### config.mk
export PLATFORM = sky130hd
export DESIGN_NAME = ll_dma_engine
export DESIGN_NICKNAME = d
export VERILOG_FILES = /design/src/rtl/ll_dma_pkg.sv /design/src/rtl/ll_dma_step.sv /design/src/rtl/ll_dma_irq.sv /design/src/rtl/ll_dma_chan.sv /design/src/rtl/ll_dma_engine.sv
export SDC_FILE = /design/constraint.sdc
export NUM_CORES = 1
export LEC_CHECK = 0
export BUFFER_PORTS_ARGS = -buffer_cell sky130_fd_sc_hd__buf_2
export CORE_MARGIN = 4
export CORE_UTILIZATION = 49
export CTS_BUF_LIST = sky130_fd_sc_hd__clkbuf_4 sky130_fd_sc_hd__clkbuf_8
export CTS_CLUSTER_DIAMETER = 80
export DETAILED_ROUTE_END_ITERATION = 16
export GPL_TIMING_DRIVEN = 1
export PLACE_DENSITY = 0.68
export SYNTH_ARGS = -nofsm -noshare
export SYNTH_HDL_FRONTEND = slang
export SYNTH_SLANG_ARGS = --single-unit
### constraint.sdc
create_clock -name clk -period 7.2 [get_ports clk]
set_input_delay 1.44 -clock clk [delete_from_list [all_inputs] [get_ports clk]]
set_output_delay 1.44 -clock clk [all_outputs]
set_load 0.01 [all_outputs]
### src/rtl/ll_dma_pkg.sv
package ll_dma_pkg;

    localparam int DW = 32;

    typedef enum logic [2:0] {
        ST_IDLE,
        ST_FETCH,
        ST_READ,
        ST_WRITE,
        ST_WBACK
    } st_e;

    // register offsets
    localparam logic [4:0] RG_START = 5'h00;
    localparam logic [4:0] RG_PTR   = 5'h04;
    localparam logic [4:0] RG_STAT  = 5'h08;
    localparam logic [4:0] RG_SRC   = 5'h0C;
    localparam logic [4:0] RG_DST   = 5'h10;
    localparam logic [4:0] RG_CTA   = 5'h14;
    localparam logic [4:0] RG_CTB   = 5'h18;
    localparam logic [4:0] RG_NXT   = 5'h1C;

    // control word fields
    localparam int CA_SW   = 16;
    localparam int CA_DW   = 20;
    localparam int CA_DONE = 31;
    localparam int CB_SL   = 0;
    localparam int CB_DL   = 4;
    localparam int CB_SM   = 8;
    localparam int CB_DM   = 12;
    localparam int CB_LINK = 16;

    localparam logic [1:0] AM_UP   = 2'd0;
    localparam logic [1:0] AM_DOWN = 2'd1;

    localparam logic [1:0] SZ_WORD = 2'd2;

    function automatic logic [2:0] unit_bytes(input logic [1:0] w);
        case (w)
            2'd0:    return 3'd1;
            2'd1:    return 3'd2;
            default: return 3'd4;
        endcase
    endfunction

    function automatic logic [DW-1:0] unit_mask(input logic [1:0] w);
        case (w)
            2'd0:    return 32'h0000_00FF;
            2'd1:    return 32'h0000_FFFF;
            default: return 32'hFFFF_FFFF;
        endcase
    endfunction

endpackage

### src/rtl/ll_dma_step.sv
module ll_dma_step
    import ll_dma_pkg::*;
#(
    parameter int ADDR_W = 32
) (
    input  logic [ADDR_W-1:0] addr_i,
    input  logic [1:0]        width_i,
    input  logic [1:0]        mode_i,
    output logic [ADDR_W-1:0] addr_o
);

    logic [ADDR_W-1:0] stride;

    always_comb begin
        stride = ADDR_W'(unit_bytes(width_i));
        case (mode_i)
            AM_UP:   addr_o = addr_i + stride;
            AM_DOWN: addr_o = addr_i - stride;
            default: addr_o = addr_i;
        endcase
    end

endmodule

### src/rtl/ll_dma_irq.sv
module ll_dma_irq (
    input  logic       clk,
    input  logic       rst_n,
    input  logic       buf_evt,
    input  logic       chain_evt,
    input  logic       rd_clr,
    output logic [1:0] status,
    output logic       irq
);

    typedef struct packed {
        logic [1:0] flags;
    } irq_t;

    irq_t q, d;

    always_comb begin
        d = q;
        if (rd_clr) begin
            d.flags = 2'b00;
        end
        d.flags = d.flags | {chain_evt, buf_evt};
    end

    always_ff @(posedge clk) begin
        if (!rst_n) begin
            q <= '0;
        end else begin
            q <= d;
        end
    end

    assign status = q.flags;
    assign irq    = |q.flags;

endmodule

### src/rtl/ll_dma_chan.sv
module ll_dma_chan
    import ll_dma_pkg::*;
#(
    parameter int ADDR_W  = 32,
    parameter int LEN_W   = 16,
    parameter int LAYER_W = 2
) (
    input  logic               clk,
    input  logic               rst_n,
    input  logic               start,
    input  logic               ptr_wr,
    input  logic [ADDR_W-1:0]  ptr_wdata,
    input  logic [ADDR_W-1:0]  src_step,
    input  logic [ADDR_W-1:0]  dst_step,
    input  logic               mem_ack,
    input  logic [DW-1:0]      mem_rdata,
    output logic               busy,
    output logic [ADDR_W-1:0]  ptr_q,
    output logic [ADDR_W-1:0]  src_q,
    output logic [ADDR_W-1:0]  dst_q,
    output logic [ADDR_W-1:0]  nxt_q,
    output logic [DW-1:0]      cta_q,
    output logic [DW-1:0]      ctb_q,
    output logic               mem_req,
    output logic               mem_we,
    output logic [ADDR_W-1:0]  mem_addr,
    output logic [1:0]         mem_size,
    output logic [LAYER_W-1:0] mem_layer,
    output logic [DW-1:0]      mem_wdata,
    output logic               buf_evt,
    output logic               chain_evt
);

    localparam logic [2:0] LAST_WORD = 3'd4;

    typedef struct packed {
        st_e               st;
        logic [2:0]        idx;
        logic              busy;
        logic [ADDR_W-1:0] ptr;
        logic [ADDR_W-1:0] src;
        logic [ADDR_W-1:0] dst;
        logic [ADDR_W-1:0] nxt;
        logic [DW-1:0]     cta;
        logic [DW-1:0]     ctb;
        logic [DW-1:0]     hold;
        logic [LEN_W-1:0]  cnt;
    } chan_t;

    chan_t q, d;

    logic [ADDR_W-1:0] dsc_base;
    logic [LEN_W-1:0]  blen;
    logic [LEN_W-1:0]  cnt_inc;
    logic [DW-1:0]     cta_done;

    always_comb begin
        dsc_base = {q.ptr[ADDR_W-1:2], 2'b00};
        blen     = q.cta[LEN_W-1:0];
        cnt_inc  = q.cnt + 1'b1;
        cta_done = q.cta | (DW'(1) << CA_DONE);

        d         = q;
        buf_evt   = 1'b0;
        chain_evt = 1'b0;
        mem_req   = 1'b0;
        mem_we    = 1'b0;
        mem_addr  = '0;
        mem_size  = SZ_WORD;
        mem_layer = '0;
        mem_wdata = '0;

        case (q.st)
            ST_IDLE: begin
                if (ptr_wr) begin
                    d.ptr = ptr_wdata;
                end
                if (start) begin
                    d.busy = 1'b1;
                    d.idx  = '0;
                    d.st   = ST_FETCH;
                end
            end

            ST_FETCH: begin
                mem_req   = 1'b1;
                mem_addr  = dsc_base + (ADDR_W'(q.idx) << 2);
                mem_layer = q.ptr[LAYER_W-1:0];
                if (mem_ack) begin
                    case (q.idx)
                        3'd0:    d.src = mem_rdata[ADDR_W-1:0];
                        3'd1:    d.dst = mem_rdata[ADDR_W-1:0];
                        3'd2:    d.nxt = mem_rdata[ADDR_W-1:0];
                        3'd3:    d.cta = mem_rdata;
                        default: d.ctb = mem_rdata;
                    endcase
                    if (q.idx == LAST_WORD) begin
                        d.cnt = '0;
                        d.st  = (blen == '0) ? ST_WBACK : ST_READ;
                    end else begin
                        d.idx = q.idx + 1'b1;
                    end
                end
            end

            ST_READ: begin
                mem_req   = 1'b1;
                mem_addr  = q.src;
                mem_size  = q.cta[CA_SW +: 2];
                mem_layer = q.ctb[CB_SL +: LAYER_W];
                if (mem_ack) begin
                    d.hold = mem_rdata & unit_mask(q.cta[CA_SW +: 2]);
                    d.st   = ST_WRITE;
                end
            end

            ST_WRITE: begin
                mem_req   = 1'b1;
                mem_we    = 1'b1;
                mem_addr  = q.dst;
                mem_size  = q.cta[CA_DW +: 2];
                mem_layer = q.ctb[CB_DL +: LAYER_W];
                mem_wdata = q.hold;
                if (mem_ack) begin
                    d.src = src_step;
                    d.dst = dst_step;
                    d.cnt = cnt_inc;
                    d.st  = (cnt_inc == blen) ? ST_WBACK : ST_READ;
                end
            end

            ST_WBACK: begin
                mem_req   = 1'b1;
                mem_we    = 1'b1;
                mem_addr  = dsc_base + ADDR_W'(12);
                mem_layer = q.ptr[LAYER_W-1:0];
                mem_wdata = cta_done;
                if (mem_ack) begin
                    d.cta   = cta_done;
                    buf_evt = 1'b1;
                    if (!q.ctb[CB_LINK] || (q.nxt == '0)) begin
                        d.busy    = 1'b0;
                        d.st      = ST_IDLE;
                        chain_evt = 1'b1;
                    end else begin
                        d.ptr = q.nxt;
                        d.idx = '0;
                        d.st  = ST_FETCH;
                    end
                end
            end

            default: begin
                d.st   = ST_IDLE;
                d.busy = 1'b0;
            end
        endcase
    end

    always_ff @(posedge clk) begin
        if (!rst_n) begin
            q <= '0;
        end else begin
            q <= d;
        end
    end

    assign busy  = q.busy;
    assign ptr_q = q.ptr;
    assign src_q = q.src;
    assign dst_q = q.dst;
    assign nxt_q = q.nxt;
    assign cta_q = q.cta;
    assign ctb_q = q.ctb;

endmodule

### src/rtl/ll_dma_engine.sv
module ll_dma_engine
    import ll_dma_pkg::*;
#(
    parameter int ADDR_W  = 32,
    parameter int LEN_W   = 16,
    parameter int LAYER_W = 2,
    parameter int REG_AW  = 5
) (
    input  logic               clk,
    input  logic               rst_n,
    input  logic               reg_wr,
    input  logic               reg_rd,
    input  logic [REG_AW-1:0]  reg_addr,
    input  logic [31:0]        reg_wdata,
    output logic [31:0]        reg_rdata,
    output logic               mem_req,
    output logic               mem_we,
    output logic [ADDR_W-1:0]  mem_addr,
    output logic [1:0]         mem_size,
    output logic [LAYER_W-1:0] mem_layer,
    output logic [31:0]        mem_wdata,
    input  logic               mem_ack,
    input  logic [31:0]        mem_rdata,
    output logic               irq
);

    localparam int N_SIDES = 2;

    typedef struct packed {
        logic [DW-1:0] rdata;
    } top_t;

    top_t q, d;

    logic              start;
    logic              ptr_wr;
    logic              rd_clr;
    logic              busy;
    logic              buf_evt;
    logic              chain_evt;
    logic [1:0]        status;
    logic [ADDR_W-1:0] ptr_q, src_q, dst_q, nxt_q;
    logic [DW-1:0]     cta_q, ctb_q;

    logic [ADDR_W-1:0] step_in  [N_SIDES];
    logic [ADDR_W-1:0] step_out [N_SIDES];
    logic [1:0]        step_w   [N_SIDES];
    logic [1:0]        step_m   [N_SIDES];

    assign start  = reg_wr && (reg_addr == RG_START) && reg_wdata[0];
    assign ptr_wr = reg_wr && (reg_addr == RG_PTR);
    assign rd_clr = reg_rd && (reg_addr == RG_STAT);

    assign step_in[0] = src_q;
    assign step_w[0]  = cta_q[CA_SW +: 2];
    assign step_m[0]  = ctb_q[CB_SM +: 2];
    assign step_in[1] = dst_q;
    assign step_w[1]  = cta_q[CA_DW +: 2];
    assign step_m[1]  = ctb_q[CB_DM +: 2];

    for (genvar g = 0; g < N_SIDES; g++) begin : g_side
        ll_dma_step #(.ADDR_W(ADDR_W)) u_step (
            .addr_i  (step_in[g]),
            .width_i (step_w[g]),
            .mode_i  (step_m[g]),
            .addr_o  (step_out[g])
        );
    end

    ll_dma_chan #(
        .ADDR_W  (ADDR_W),
        .LEN_W   (LEN_W),
        .LAYER_W (LAYER_W)
    ) u_chan (
        .clk       (clk),
        .rst_n     (rst_n),
        .start     (start),
        .ptr_wr    (ptr_wr),
        .ptr_wdata (reg_wdata[ADDR_W-1:0]),
        .src_step  (step_out[0]),
        .dst_step  (step_out[1]),
        .mem_ack   (mem_ack),
        .mem_rdata (mem_rdata),
        .busy      (busy),
        .ptr_q     (ptr_q),
        .src_q     (src_q),
        .dst_q     (dst_q),
        .nxt_q     (nxt_q),
        .cta_q     (cta_q),
        .ctb_q     (ctb_q),
        .mem_req   (mem_req),
        .mem_we    (mem_we),
        .mem_addr  (mem_addr),
        .mem_size  (mem_size),
        .mem_layer (mem_layer),
        .mem_wdata (mem_wdata),
        .buf_evt   (buf_evt),
        .chain_evt (chain_evt)
    );

    ll_dma_irq u_irq (
        .clk       (clk),
        .rst_n     (rst_n),
        .buf_evt   (buf_evt),
        .chain_evt (chain_evt),
        .rd_clr    (rd_clr),
        .status    (status),
        .irq       (irq)
    );

    always_comb begin
        d = q;
        if (reg_rd) begin
            case (reg_addr)
                RG_START: d.rdata = {{(DW-1){1'b0}}, busy};
                RG_PTR:   d.rdata = DW'(ptr_q);
                RG_STAT:  d.rdata = {{(DW-2){1'b0}}, status};
                RG_SRC:   d.rdata = DW'(src_q);
                RG_DST:   d.rdata = DW'(dst_q);
                RG_CTA:   d.rdata = cta_q;
                RG_CTB:   d.rdata = ctb_q;
                RG_NXT:   d.rdata = DW'(nxt_q);
                default:  d.rdata = '0;
            endcase
        end
    end

    always_ff @(posedge clk) begin
        if (!rst_n) begin
            q <= '0;
        end else begin
            q <= d;
        end
    end

    assign reg_rdata = q.rdata;

endmodule

==> results of run 1 <==
logic make-up (layout without fill, tap and decap cells):
group | after synthesis | after routing | share of synthesized area
and+or+nand+nor | 868 | 868 | 0.216
AOI/OAI and AO/OA | 846 | 846 | 0.311
DFF | 281 | 281 | 0.319
buffers and inverters | 217 | 339 | 0.0464
xor gates and xnor gates | 90 | 90 | 0.0448
adders and majority gates | 74 | 74 | 0.0539
muxes | 13 | 13 | 0.00824
where the power goes:
part | switching [mW] | total (mW) | internal, mW | leakage (nW)
logic | 0.176 | 0.242 | 0.0659 | 4.87
registers | 0.0268 | 1.60 | 1.57 | 2.26
clock network | 0.742 | 1.74 | 1.00 | 0.621
total | 0.945 | 3.58 | 2.64 | 7.76
cell type report:
class / count / area share
clock buffers: 75 / 0.0477
clock inverters: 18 / 0.0111
inverters: 36 / 0.00703
multi-input cells: 1891 / 0.566
flip-flops and latches: 281 / 0.283
well taps: 461 / 0.0290
repair buffers: 210 / 0.0570
routing by layer:
layer  routed length (um)  global-route usage
met5                    0                   0
met4                 5040               0.213
met3                 7020              0.0561
met2                31000               0.530
met1                28100               0.461
state kept, by name (all words and copies together) (netlist names):
signal,cells
u_chan.dst_q,32
u_chan.src_q,32
u_chan.busy,1
u_chan.ctb_q,32
reg_rdata,32
u_irq.status,2
u_chan.nxt_q,32
u_chan.ptr_q,32
u_chan.cta_q,32
u_chan.q,54
worst max-delay path, delay by kind of cell, from the launching register on:
| kind | cells | cell delay [ns] |
|---|---|---|
| adders and majority gates | 1 | 0.31 |
| DFF | 1 | 0.31 |
| buffers and inverters | 4 | 1.18 |
| and+or+nand+nor | 6 | 1.80 |
| AOI/OAI and AO/OA | 5 | 0.66 |
worst paths after layout:
kind / slack (ns) / endpoint / start
setup reg to reg: 2.95 / u_chan.dst_q[28] / u_chan.ctb_q[13]
hold reg to reg: 0.45 / u_chan.q[29] / u_chan.q[29]
hold / removal: 0.45 / u_chan.q[29] / u_chan.q[29]
setup / recovery: 0.83 / mem_addr[31] / u_chan.q[246]
layout by cell type, fill, tap and decap left out, drive strengths merged, types with 21 or more instances in the layout:
cell / netlist / routed
clkbuf: 171 / 75
a221oi: 24 / 24
o21ai: 135 / 135
inv: 35 / 36
xnor2: 51 / 51
nor4: 21 / 21
nand3: 89 / 89
nor3: 22 / 22
buf: 10 / 210
a21o: 47 / 47
nand2: 410 / 410
dfxtp: 281 / 281
a22o: 32 / 32
a21oi: 274 / 274
ha: 71 / 71
a311oi: 40 / 40
nand4: 21 / 21
a31oi: 52 / 52
a22oi: 124 / 124
nor2: 207 / 207
xor2: 39 / 39
==> impl_metrics.csv, run 1 <==
group,metric,value,unit
status,outcome,"finished clean",
timing,min_period,6.37,ns
finish,multi_input_area,0.0113,mm^2
floorplan,ioPinCount,177,
clock_network,post-cts-setup-buffer-count,0,
setup_path,start_kind,"register",
finish,drive_above_1_share,0.137,
setup_path,cp_slowest_cell,"nor4_2",
clock_network,cts.sinks,281,
floorplan,fp.dieW,198,um
finish,regArea,0.00563,mm^2
global_routing,grt_pass1_vias,17954,
logic_synthesis,ys.flop_type,"dfxtp_1",
setup_path,end_kind,"output port",
timing,drv_slew,0,
clock_network,h-tree-depth,2,
logic_synthesis,synth_nets,2537,
timing,fin_crit_sh,0.885,
hold_path,holdPathStages,2,
finish,finalInstanceArea,0.0199,mm^2
finish,nFillCells,3455,
global_routing,globalRouteTotalUtil,0.347,
logic_synthesis,synth_top_area_share,0.319,
route,viasPerCell,6.55,
setup_path,cpMostUsedCell,"a21oi_1",
placement,placed_cell_area,0.0187,mm^2
logic_synthesis,netlist_instances,2389,
clock_network,cts_root_buffer,"clkbuf_8",
clock_network,cts_resized,0,
setup_path,cp.required,5.76,ns
logic_synthesis,synth_area_leaders,"dfxtp_1 (32%), nand2_1 (8.7%), a21oi_1 (7.8%)",
placement,gp_congestion,0.995,
route,final_antenna_net_count,0,
finish,final_core_util,0.561,
hold_path,hold_path_class,"reg2reg",
global_routing,grt-ovfl-total,0,
timing,clock.fmax,157,MHz
logic_synthesis,synth_edf_count,0,
finish,fin_nets,2619,
placement,port_buffers,176,
logic_synthesis,yosys.area.top_type,"dfxtp_1",
finish,areaGrowthSynthToFinish,13.1,%
global_routing,grt_max_degree,87,
logic_synthesis,synth_async_sr_flop_share,0,
route,drt-initial-drc-count,2325,
placement,pre_cts_slack,1.62,ns
logic_synthesis,netlist_area,0.0176,mm^2
clock_network,cts_tree,"yes",
clock_network,clockBufferDepth,3,
logic_synthesis,synth.most_common_cell,"nand2_1",
setup_path,arrival,4.93,ns
setup_path,worstPathCellList,"inv_1 > nor2_1 > buf_4 > nand2_2 > buf_4 > nand2_1 > ha_1 > a21o_1 > a21oi_1 > nor4_2 > nand2b_1 > or3_1 > a21oi_1 > a21oi_1 > o21ai_1 > buf_2",
pwr,ir_drop,0.255,mV
logic_synthesis,ys_ff_latch,281,
timing,relSlewSlack,0.181,
route,detail_route.wl_per_cell,23.9,um
timing,worst_slack,0.826,ns
setup_path,cpPeakStageDelay,0.75,ns
clock_network,insertion_delay,0.63,ns
setup_path,r2r_cells,10,
route,drc,0,
floorplan,die_y,198,um
pwr,power_density,180,mW/mm^2
timing,tightest_slew,1.23,ns
route,first_pass_iters,9,
timing,clock_skew,0.0331,ns
pwr,p_total,3.58,mW
finish,n_antenna_cell,0,
pwr,power.leakage,7.76,nW
logic_synthesis,yosysUniqueCellTypes,74,
timing,fin_setup_tns,0,ns
timing,rsz0062_at_grt,"no",
floorplan,num_rows,69,
floorplan,start_util,0.496,
clock_network,ctsHoldBuffers,0,
clock_network,cts_made_buffers,51,
clock_network,cts.reportedPaths.clkPinSlew,0.06,ns
floorplan,core,0.0355,mm^2
floorplan,dieArea,0.0390,mm^2
placement,hpwl,50.0,mm
setup_path,crit_path_max_fanout,37,
route,vias,19468,
logic_synthesis,ys_seq_area_frac,0.319,
timing,hold_slack,0.451,ns
global_routing,grt_pass1_wl,107,mm
timing,finalHoldViolCount,0,
job,cap_violations,0,
finish,finalNonFillerCells,2972,
setup_path,critPathKind,"reg2out",
timing,final-setup-viol-count,0,
logic_synthesis,synthTopCellsByCount,"nand2_1 (410), dfxtp_1 (281), a21oi_1 (273)",
global_routing,antenna_found_initial,1,
logic_synthesis,avgSynthCellArea,7.37,um^2
route,wl,71.2,mm
placement,dp.cells,2879,
logic_synthesis,ys.warnings.count,0,
Note: power is estimated with default switching activity, not from simulation.
==> run 2: changes to the inputs <==
Settings changed: CORE_ASPECT_RATIO set to 0.9, PLACE_DENSITY 0.68 to unset, PLACE_DENSITY_LB_ADDON set to 0.2.
==> impl_metrics.csv, run 2 (synthesized netlist as in run 1, its figures left out) <==
group,metric,value,unit
finish,fin_nets,2616,
setup_path,timing.reg2reg.setup_slack,2.70,ns
setup_path,r2r-end,"u_chan.dst_q[30]",
setup_path,arrival,4.59,ns
setup_path,cp.required,5.76,ns
setup_path,critPathLaunch,"u_chan.q[244]",
floorplan,dieArea,0.0390,mm^2
setup_path,critPathCapture,"mem_addr[26]",
pwr,power_density,175,mW/mm^2
floorplan,num_rows,65,
timing,clock.fmax,166,MHz
route,top_layer_used,"met5",
global_routing,grt_pass1_vias,17906,
finish,areaGrowthSynthToFinish,12.6,%
clock_network,post-cts-setup-buffer-count,0,
pwr,ir_drop,0.131,mV
route,vias,19457,
floorplan,ioPinCount,177,
route,wl_met2,30.3,mm
placement,hpwl,49.3,mm
global_routing,grt_pass1_wl,107,mm
global_routing,globalRouteTotalUtil,0.342,
timing,final-setup-viol-count,0,
finish,largest-register,"u_chan.q",
finish,final_common_cell,"nand2_1",
route,wl,70.5,mm
route,final_antenna_net_count,0,
route,route.met3.wl,7.00,mm
timing,relSlewSlack,0.208,
hold_path,hold_path_class,"reg2reg",
route,first_pass_iters,6,
setup_path,critPathKind,"reg2out",
placement,gp_congestion,0.975,
timing,rsz0062_at_grt,"no",
status,outcome,"finished clean",
setup_path,r2r_cells,7,
timing,clock_skew,0.0392,ns
route,drt-initial-drc-count,2448,
route,detail_route.wl_per_cell,23.7,um
route,drc,0,
finish,largest_register_ff_count,54,
timing,worst_slack,1.17,ns
clock_network,cts_root_buffer,"clkbuf_8",
clock_network,cts_resized,0,
pwr,power.leakage,7.72,nW
placement,pre_cts_slack,1.96,ns
timing,finalHoldViolCount,0,
timing,tightest_slew,1.19,ns
finish,n_antenna_cell,0,
global_routing,grt-ovfl-total,0,
floorplan,core,0.0353,mm^2
clock_network,cts.reportedPaths.clkPinSlew,0.06,ns
clock_network,h-tree-depth,2,
clock_network,clockBufferDepth,3,
timing,min_period,6.03,ns
clock_network,ctsHoldBuffers,0,
clock_network,cts.sinks,281,
timing,fin_crit_sh,0.838,
setup_path,end_kind,"output port",
floorplan,die_y,188,um
placement,port_buffers,176,
setup_path,crit_path_max_fanout,30,
clock_network,cts_made_buffers,48,
finish,mostFrequentLayoutCells,"nand2_1 (409), dfxtp_1 (279), a21oi_1 (272), nor2_1 (202), buf_2 (176)",
global_routing,antenna_found_initial,3,
global_routing,grt_max_degree,92,
floorplan,start_util,0.499,
job,cap_violations,0,
floorplan,fp.dieW,208,um
finish,nFillCells,3418,
route,wl_met1,28.4,mm
setup_path,r2r-start,"u_chan.q[245]",
setup_path,start_kind,"register",
timing,hold_slack,0.452,ns
finish,drive_above_1_share,0.136,
clock_network,cts_tree,"yes",
route,viasPerCell,6.54,
timing,drv_slew,0,
timing,fin_setup_tns,0,ns
clock_network,insertion_delay,0.63,ns
## run 2: metal layers
layer,global-route usage,vias up
met5,0,-
met4,0.193,6
met3,0.0659,260
met2,0.518,1134
met1,0.458,9177
li1,-,8880
## run 2: where the power goes
group | internal, mW | leakage [nW] | switching, mW
logic | 0.0659 | 4.87 | 0.169
registers | 1.57 | 2.26 | 0.0320
clock network | 0.913 | 0.582 | 0.722
total | 2.55 | 7.72 | 0.923
## run 2: per-stage QoR
step / std cells / power (mW) / utilization / instance area (um^2)
final: 2976 / 3.47 / 0.562 / 19800
after global placement: 2887 / 1.86 / 0.531 / 18800
after detailed placement: 2887 / 1.86 / 0.531 / 18800
after global routing: 2976 / 3.56 / 0.562 / 19800
after floorplan: 2389 / 1.75 / - / 17600
after CTS: 2976 / 3.47 / 0.562 / 19800
## run 2: final cells by class
type                       instances  area (um^2)  area share
multi-input combinational       1891        11300       0.568
sequential                       281         5630       0.284
timing repair buffer             210         1140      0.0573
clock buffer                      75          945      0.0476
tap                              469          587      0.0296
inverter                          36          140     0.00706
clock inverter                    14          133     0.00669
## run 2: worst min-delay path by stage
stage	endpoint	startpoint	depth (start not counted)
2_1_floorplan	u_chan.q[24]	u_chan.q[24]	2
3_3_place_gp	u_chan.q[29]	u_chan.q[29]	2
3_5_place_dp	u_chan.q[24]	u_chan.q[24]	2
4_1_cts	u_chan.q[24]	u_chan.q[24]	2
5_1_grt	u_chan.q[41]	u_chan.q[41]	2
6_report	u_chan.q[41]	u_chan.q[41]	2
## run 2: worst max-delay path, cell delays in order (launching register included)
cell and delay (ns):
dfxtp_2 0.58, buf_4 0.44, nand2b_1 0.40, nor2_4 0.05, nor2_1 0.12, ha_1 0.19, a21oi_1 0.11, nor2_1 0.42
nand4_1 0.35, nor2_1 0.44, nand3_1 0.15, xor2_1 0.17, o21ai_1 0.12, a22oi_1 0.08, o22ai_1 0.18, buf_2 0.17
